[config.mk]
export PLATFORM = sky130hd
export DESIGN_NAME = bank_reg_decoder
export DESIGN_NICKNAME = d
export VERILOG_FILES = /design/src/rtl/bank_dec_pkg.sv /design/src/rtl/bank_dec_ctrl.sv /design/src/rtl/bank_dec_dp.sv /design/src/rtl/bank_reg_decoder.sv
export SDC_FILE = /design/constraint.sdc
export NUM_CORES = 1
export LEC_CHECK = 0
export ABC_AREA = 1
export CELL_PAD_IN_SITES_DETAIL_PLACEMENT = 0
export CELL_PAD_IN_SITES_GLOBAL_PLACEMENT = 1
export CORE_ASPECT_RATIO = 1.5
export CORE_MARGIN = 2
export CORE_UTILIZATION = 21
export DETAILED_ROUTE_END_ITERATION = 10
export PLACE_DENSITY_LB_ADDON = 0.1
export SLEW_MARGIN = 10
export SYNTH_ARGS = -nofsm -noshare
export SYNTH_HDL_FRONTEND = slang
export SYNTH_SLANG_ARGS = --single-unit
[constraint.sdc]
create_clock -name clk -period 4.8 [get_ports clk]
set_clock_uncertainty 0.1 [all_clocks]
set_input_delay 0.72 -clock clk [delete_from_list [all_inputs] [get_ports clk]]
set_output_delay 0.72 -clock clk [all_outputs]
set_load 0.02 [all_outputs]
[src/rtl/bank_dec_pkg.sv]
package bank_dec_pkg;
  localparam int DATA_W    = 8;
  localparam int IDX_W     = 4;
  localparam int SLOT_W    = IDX_W + 1;
  localparam int NUM_SLOTS = 1 << SLOT_W;

  // strobes from control to datapath
  typedef struct packed {
    logic              rdHit;   // read of a used external slot
    logic              wrHit;   // write of a used external slot
    logic              modeRd;  // read of the mode register
    logic              modeWr;  // write of the mode register
    logic [SLOT_W-1:0] slot;    // {bank, index}
  } decStrobe_t;
endpackage

[src/rtl/bank_dec_ctrl.sv]
module bank_dec_ctrl
  import bank_dec_pkg::*;
#(
  parameter int                   MODE_IDX  = 15,
  parameter logic [NUM_SLOTS-1:0] USED_MASK = 32'h03FF_0FFF
) (
  input  logic                 clk,
  input  logic                 rstN,
  input  logic                 muxMode,
  input  logic                 ale,
  input  logic [IDX_W-1:0]     addrIn,
  input  logic [DATA_W-1:0]    busIn,
  input  logic                 rdEn,
  input  logic                 wrEn,
  input  logic                 bankSel,
  output decStrobe_t           ctl,
  output logic [NUM_SLOTS-1:0] rdStrobe,
  output logic [NUM_SLOTS-1:0] wrStrobe
);
  logic [DATA_W-1:0] addrHeld;
  logic [IDX_W-1:0]  idx;
  logic              isMode;
  logic              isUsed;
  logic              doWrite;
  logic              doRead;

  // multiplexed address capture: follows the bus while ale is high
  always_ff @(posedge clk or negedge rstN) begin
    if (!rstN)    addrHeld <= '0;
    else if (ale) addrHeld <= busIn;
  end

  always_comb begin
    idx     = muxMode ? addrHeld[IDX_W:1] : addrIn;
    isMode  = (idx == IDX_W'(MODE_IDX));
    doWrite = wrEn;
    doRead  = rdEn && !wrEn;
    ctl.slot   = {bankSel, idx};
    isUsed     = USED_MASK[ctl.slot] && !isMode;
    ctl.wrHit  = doWrite && isUsed;
    ctl.rdHit  = doRead && isUsed;
    ctl.modeWr = doWrite && isMode;
    ctl.modeRd = doRead && isMode;
  end

  for (genvar g = 0; g < NUM_SLOTS; g++) begin : g_slot
    assign wrStrobe[g] = ctl.wrHit && (ctl.slot == SLOT_W'(g));
    assign rdStrobe[g] = ctl.rdHit && (ctl.slot == SLOT_W'(g));
  end
endmodule

[src/rtl/bank_dec_dp.sv]
module bank_dec_dp
  import bank_dec_pkg::*;
#(
  parameter int BANK_BIT = 5
) (
  input  logic                        clk,
  input  logic                        rstN,
  input  decStrobe_t                  ctl,
  input  logic [DATA_W-1:0]           busIn,
  input  logic [NUM_SLOTS*DATA_W-1:0] regRdData,
  output logic [DATA_W-1:0]           rdData,
  output logic [DATA_W-1:0]           modeReg,
  output logic                        bankSel
);
  localparam logic [DATA_W-1:0] MODE_RST = DATA_W'(1) << BANK_BIT;

  always_ff @(posedge clk or negedge rstN) begin
    if (!rstN)           modeReg <= MODE_RST;
    else if (ctl.modeWr) modeReg <= busIn;
  end

  assign bankSel = modeReg[BANK_BIT];

  always_comb begin
    if (ctl.modeRd)     rdData = modeReg;
    else if (ctl.rdHit) rdData = regRdData[ctl.slot*DATA_W +: DATA_W];
    else                rdData = '0;
  end
endmodule

[src/rtl/bank_reg_decoder.sv]
module bank_reg_decoder
  import bank_dec_pkg::*;
#(
  parameter int                   MODE_IDX  = 15,
  parameter int                   BANK_BIT  = 5,
  parameter logic [NUM_SLOTS-1:0] USED_MASK = 32'h03FF_0FFF
) (
  input  logic                        clk,
  input  logic                        rstN,
  input  logic                        muxMode,
  input  logic                        ale,
  input  logic [IDX_W-1:0]            addrIn,
  input  logic [DATA_W-1:0]           busIn,
  input  logic                        rdEn,
  input  logic                        wrEn,
  input  logic [NUM_SLOTS*DATA_W-1:0] regRdData,
  output logic [DATA_W-1:0]           rdData,
  output logic [NUM_SLOTS-1:0]        rdStrobe,
  output logic [NUM_SLOTS-1:0]        wrStrobe,
  output logic [DATA_W-1:0]           modeReg
);
  decStrobe_t ctlStrobe;
  logic       bankSel;

  bank_dec_ctrl #(.MODE_IDX(MODE_IDX), .USED_MASK(USED_MASK)) i_ctrl (
    .clk(clk), .rstN(rstN), .muxMode(muxMode), .ale(ale), .addrIn(addrIn),
    .busIn(busIn), .rdEn(rdEn), .wrEn(wrEn), .bankSel(bankSel),
    .ctl(ctlStrobe), .rdStrobe(rdStrobe), .wrStrobe(wrStrobe)
  );

  bank_dec_dp #(.BANK_BIT(BANK_BIT)) i_dp (
    .clk(clk), .rstN(rstN), .ctl(ctlStrobe), .busIn(busIn),
    .regRdData(regRdData), .rdData(rdData), .modeReg(modeReg), .bankSel(bankSel)
  );
endmodule

**After elaboration in Yosys (flattened, before gate mapping)**

Memory sizes are Yosys's and may differ from the RTL's.
Index checks and enable logic that the tools add are counted.

- Flip-flop bits (word level): 13
- Memories kept: 1
- Logic and storage cells: 114
- Output and inout bits: 80
- Input port bits: 274
- Bits in read-only memories: 32

- Reduce and logical (&&, ||, !) cells: 73
- Shift-type cells: 1
- Order comparisons: 1
- Equal/unequal tests: 32
- Muxes and demuxes: 4

Memories:

| memory | depth | width | rd ports | clocked after memory_dff | write ports | line | source |
|---|---|---|---|---|---|---|---|
| (no name shown) | 32 | 1 | 1 | 0 | 0 | bank_dec_ctrl.sv:39 | `isUsed = USED_MASK[ctl.slot] && !isMode;` |

Operators with widths:

| cell | count |
|---|---|
| 256-bit by 9-bit indexed part select with 8-bit output | 1 |
| 5-bit equality test (second input constant) | 16 |
| 1-bit logical AND | 70 |
| 5-bit by 4-bit equality test with 1-bit output (second input constant) | 8 |
| 5-bit by 3-bit equality test with 1-bit output (second input constant) | 4 |
| 8-bit 2-to-1 mux | 2 |
| 5-bit by 2-bit equality test with 1-bit output (second input constant) | 2 |
| 5-bit by 6-bit less-than comparator with 1-bit output (second input constant) | 1 |
| 5-bit by 1-bit equality test with 1-bit output (second input constant) | 1 |
| 5-bit logical NOT | 1 |
| 4-bit equality test (second input constant) | 1 |
| 4-bit 2-to-1 mux | 1 |
| 1-bit logical NOT | 2 |
| 1-bit 2-to-1 mux | 1 |

**Depth between registers and ports, before layout**

Gate-level depths: netlist of run 1.

- Word-level depth: 7
- Mapped depth: 16
- Gate-level depth less buffers: 13

**By module**

Synthesis of run 1 repeated with hierarchy kept, for this count alone.

- Cells, all modules: 790
- Area total of the unflattened synthesis: 4,018.9 sq um

Modules (own cells, without submodules):

| module | cells an instance | seq. area each (sq um) | instances | area an instance (sq um) |
|---|---|---|---|---|
| bank_dec_dp | 630 | 201.4 | 1 | 3,064.2 |
| bank_dec_ctrl | 160 | 100.1 | 1 | 954.7 |

**Least setup slack after synthesis of run 1**

No wires, ideal clock.

- Kind: input to output
- From: in muxMode
- To: out rdStrobe[16]
- Arrival time: 2.040 ns
- Required time: 3.980 ns
- Stages on the path: 10
- Setup slack: 1.940 ns
- Path buffers: 3
- Path through: buf_6 nand2_1 o21ai_4 buf_4 nand2_1 nor2_2 nor2_4 inv_1 buf_4 nor2_1

- Word-level cells in the longest chain between the ends: 6

RTL lines:

| element | line | source |
|---|---|---|
| start, declared | bank_reg_decoder.sv:10 | `input logic muxMode,` |
| 4-bit 2-to-1 mux * | bank_dec_ctrl.sv:34 | `idx = muxMode ? addrHeld[IDX_W:1] : addrIn;` |
| memory read 32 x 1 bit or 4-bit equality test (tied branches) | - |  |
| 1-bit 2-to-1 mux (not written as such) or 1-bit logical NOT (tied branches) | bank_dec_ctrl.sv:39 |  |
| 1-bit logical AND | bank_dec_ctrl.sv:39 |  |
| 1-bit logical AND | bank_dec_ctrl.sv:41 | `ctl.rdHit = doRead && isUsed;` |
| 1-bit logical AND * | bank_dec_ctrl.sv:48 | `assign rdStrobe[g] = ctl.rdHit && (ctl.slot == SLOT_W'(g));` |
| end, declared | bank_reg_decoder.sv:18 | `output logic [NUM_SLOTS-1:0] rdStrobe,` |

Every way passes the cells marked *; elsewhere a longest branch is shown, timed or not. The select of a mux whose other input is x is not followed.

**Final worst setup path of run 1**

- From: in muxMode
- To: out rdData[7]

- Word-level cells in the longest chain between the ends: 7

RTL lines:

| element | line | source |
|---|---|---|
| 4-bit 2-to-1 mux * | bank_dec_ctrl.sv:34 |  |
| parallel branches: the longest is 5 deep, another holds 256-bit by 9-bit indexed part select with 8-bit output | - |  |
| 8-bit 2-to-1 mux * | bank_dec_dp.sv:25 | `if (ctl.modeRd) rdData = modeReg;` |
| end, declared | bank_reg_decoder.sv:17 | `output logic [DATA_W-1:0] rdData,` |

Mark *: on every way between the ends. The select of a mux whose other input is x is not followed.

==> results of run 1 <==
-- flip-flops by register name, summed over array words and instances, names as in the netlist --
register         flops
i_ctrl.addrHeld      4
i_dp.modeReg         8
-- worst max-delay path, stage by stage --
cell and delay, ps:
clkdlybuf4s50_1 770, inv_2 100, nand2_4 90, nand2_4 190, buf_12 260, buf_12 170, nand2_1 50, o21ai_1 60
nand2_1 60, nand2_1 90, nand2_1 60, nand3_1 110, nand2_1 80, nand3_1 90, nand2_1 70, clkdlybuf4s50_1 650
-- layout make-up --
type | instances | area share (%)
Sequential cell | 12 | 4.03
Inverter | 142 | 7.16
Clock buffer | 4 | 1.05
Antenna cell | 2 | 0.0670
Timing Repair Buffer | 321 | 43.2
Multi-Input combinational cell | 703 | 40.2
Tap cell | 260 | 4.35
-- final timing paths --
check                             endpoint  cells past startpoint
hold reg to reg            i_dp.modeReg[4]                      2
setup / recovery                 rdData[7]                     16
setup reg to reg           i_dp.modeReg[0]                      6
max in group asynchronous  i_dp.modeReg[5]                      1
hold / removal             i_dp.modeReg[4]                      2
min in group asynchronous  i_dp.modeReg[7]                      1
-- cells in the mapped netlist, types with 3 or more instances --
library cell  count
nand2_4           4
buf_2            25
nand2_1         467
o21ai_0          10
o21ai_1          46
o21ai_2           3
nand3b_1         22
buf_4            27
dfrtp_1          11
nor2_2            3
nor2_4            3
buf_6             9
a21oi_1           5
nor2_1           68
mux2_4            4
inv_1           138
inv_2             3
nand3_1          46
clkbuf_1         11
-- per-layer routing --
layer | up-vias | global-route usage, % | wire [um]
li1 | 3194 | - | -
met1 | 2561 | 22.2 | 8330
met2 | 177 | 36.7 | 11200
met3 | 10 | 1.98 | 1110
met4 | 0 | 2.55 | 279
met5 | - | 0 | 0
-- stage by stage --
step | hold WS (ps) | utilization, % | setup slack (ps) | power [mW] | instances
3_3_place_gp | 406 | 37.4 | 249 | 1.03 | 1438
5_1_grt | 466 | 37.8 | 61.1 | 1.27 | 1444
3_5_place_dp | 417 | 37.4 | 244 | 1.03 | 1438
4_1_cts | 427 | 37.8 | 241 | 1.18 | 1442
2_1_floorplan | 324 | - | 1940 | 0.628 | 931
6_report | 424 | 37.8 | 334 | 1.16 | 1444
-- power breakdown --
group | total (mW) | switching, mW | internal, mW
Combinational | 0.838 | 0.440 | 0.398
Sequential | 0.170 | 0.0396 | 0.130
Clock | 0.150 | 0.0389 | 0.111
Total | 1.16 | 0.519 | 0.640
-- cell families (layout without fill, tap and decap cells) --
logic type,Yosys count,count (layout)
buffers and inverters,216,467
AOI/OAI and AO/OA,65,65
DFF,12,12
muxes,5,5
other,1,22
and+or+nand+nor,613,613
==> flow_summary.toml, run 1 <==
[critical_path]
crit_fanout = 44
worstReg2RegStart = "i_ctrl.addrHeld[2]"
worstPathRequired_ps = 3980
critPathCaptureType = "primary output"
critPathKind = "in -> out"
setup.worst_path.start = "muxMode"
critPathLaunchType = "input pin"
cp_data_arrival_time_ps = 3650
r2r_setup_slack_ps = 2510

[timing]
fmax_ghz = 0.224
hold_viol = 0
grt_setup_unrepaired = "false"
slew-limit-headroom_pct = 58.6
finalWorstPathRequiredPeriod_ps = 4470
slew_viol_final = 0
min_period_over_period_pct = 93.1
setup_viol = 0
tns_ps = 0
tightest_slew_ps = 620

[cells_and_area]
final_cell_mix = "nand2_1 (467), clkdlybuf4s50_1 (301), inv_1 (138)"
layout_commonest_cell = "nand2_1"
fin_area_mm2 = 0.00747
multi_input_area_mm2 = 0.00300
nets = 1457
nFillCells = 2345
layout-drive-gt1-share_pct = 4.23
regArea_um2 = 302
syn_to_final_growth_pct = 76.3

[logic_synthesis]
ys.flop_type = "dfrtp_1"
synth_area_leaders = "nand2_1 (41%), inv_1 (12%), dfrtp_1 (6.5%)"
synth-seq-cells = 12
netlist-cell-type-count = 25
syn_area_per_cell_um2 = 4.65
yosysTopAreaCellShare_pct = 41.4
synth_top_family_by_area = "simple AND/OR/NAND/NOR gates"
muxShareOfSynthArea_pct = 1.68
syn-cell-area_mm2 = 0.00424
synthAdderAreaFrac_pct = 0
synth-simple-area-share_pct = 59.0
synth_compound_area_share_pct = 8.21
synth_edf_count = 0
synth_xor_xnor_area_share_pct = 0
synth_cells = 912
synth_warnings = 0
async_flop_share_pct = 100
ys_seq_area_share_pct = 7.11
synth_top_area_cell = "nand2_1"

[hold_path]
hold_start = "i_dp.modeReg[4]"
hold_class = "reg -> reg"

[power]
vdd_drop_max_mv = 0.214
p_per_area_mw_per_mm2 = 155
p_leak_nw = 3.90

[status]
status = "completed"

[run]
maxCapViolations = 0

[grt]
grt_pass1_wl_mm = 31.8
grt_max_degree = 59
antenna_found_initial = 2
grt_usage_pct = 18.8
overflow = 0
grt_pass1_vias = 5808

[placement]
gp_congestion = 0.745
place_area_mm2 = 0.00739
dp_hpwl_mm = 16.7
portBuffers = 301

[route]
wire_per_inst_um = 14.5
ant_nets = 0
vias = 5942
wl_mm = 20.9
dr.first_iter.drc_count = 196
via_per_inst = 4.11
drc = 0
firstDrtPassIters = 4

[clock_network]
cts_resized = 0
path_clk_slew_ps = 40
cts_max_level = 1
post_cts_buffers = 0
numCtsBuffers = 3
cts_tree = "done"
cts_hold_buf = 0
cts.sinks = 12
clk-insertion-delay-late_ps = 230
cts-root-buf = "clkbuf_16"
clock_path_buffers = 2

[die]
dieArea_mm2 = 0.0214
initial_core_util_pct = 21.4
die-height_um = 178
die_w_um = 120
core_mm2 = 0.0198
pin_count = 354
rows = 63
Note: power is estimated with default switching activity, not from simulation.
==> run 2: changes to the inputs <==
CTS_CLUSTER_DIAMETER = 200   (was unset)
SLEW_MARGIN = 20   (was 10)
==> results of run 2 <==
The final DEF is identical to that of run 1; final timing and power are the same.
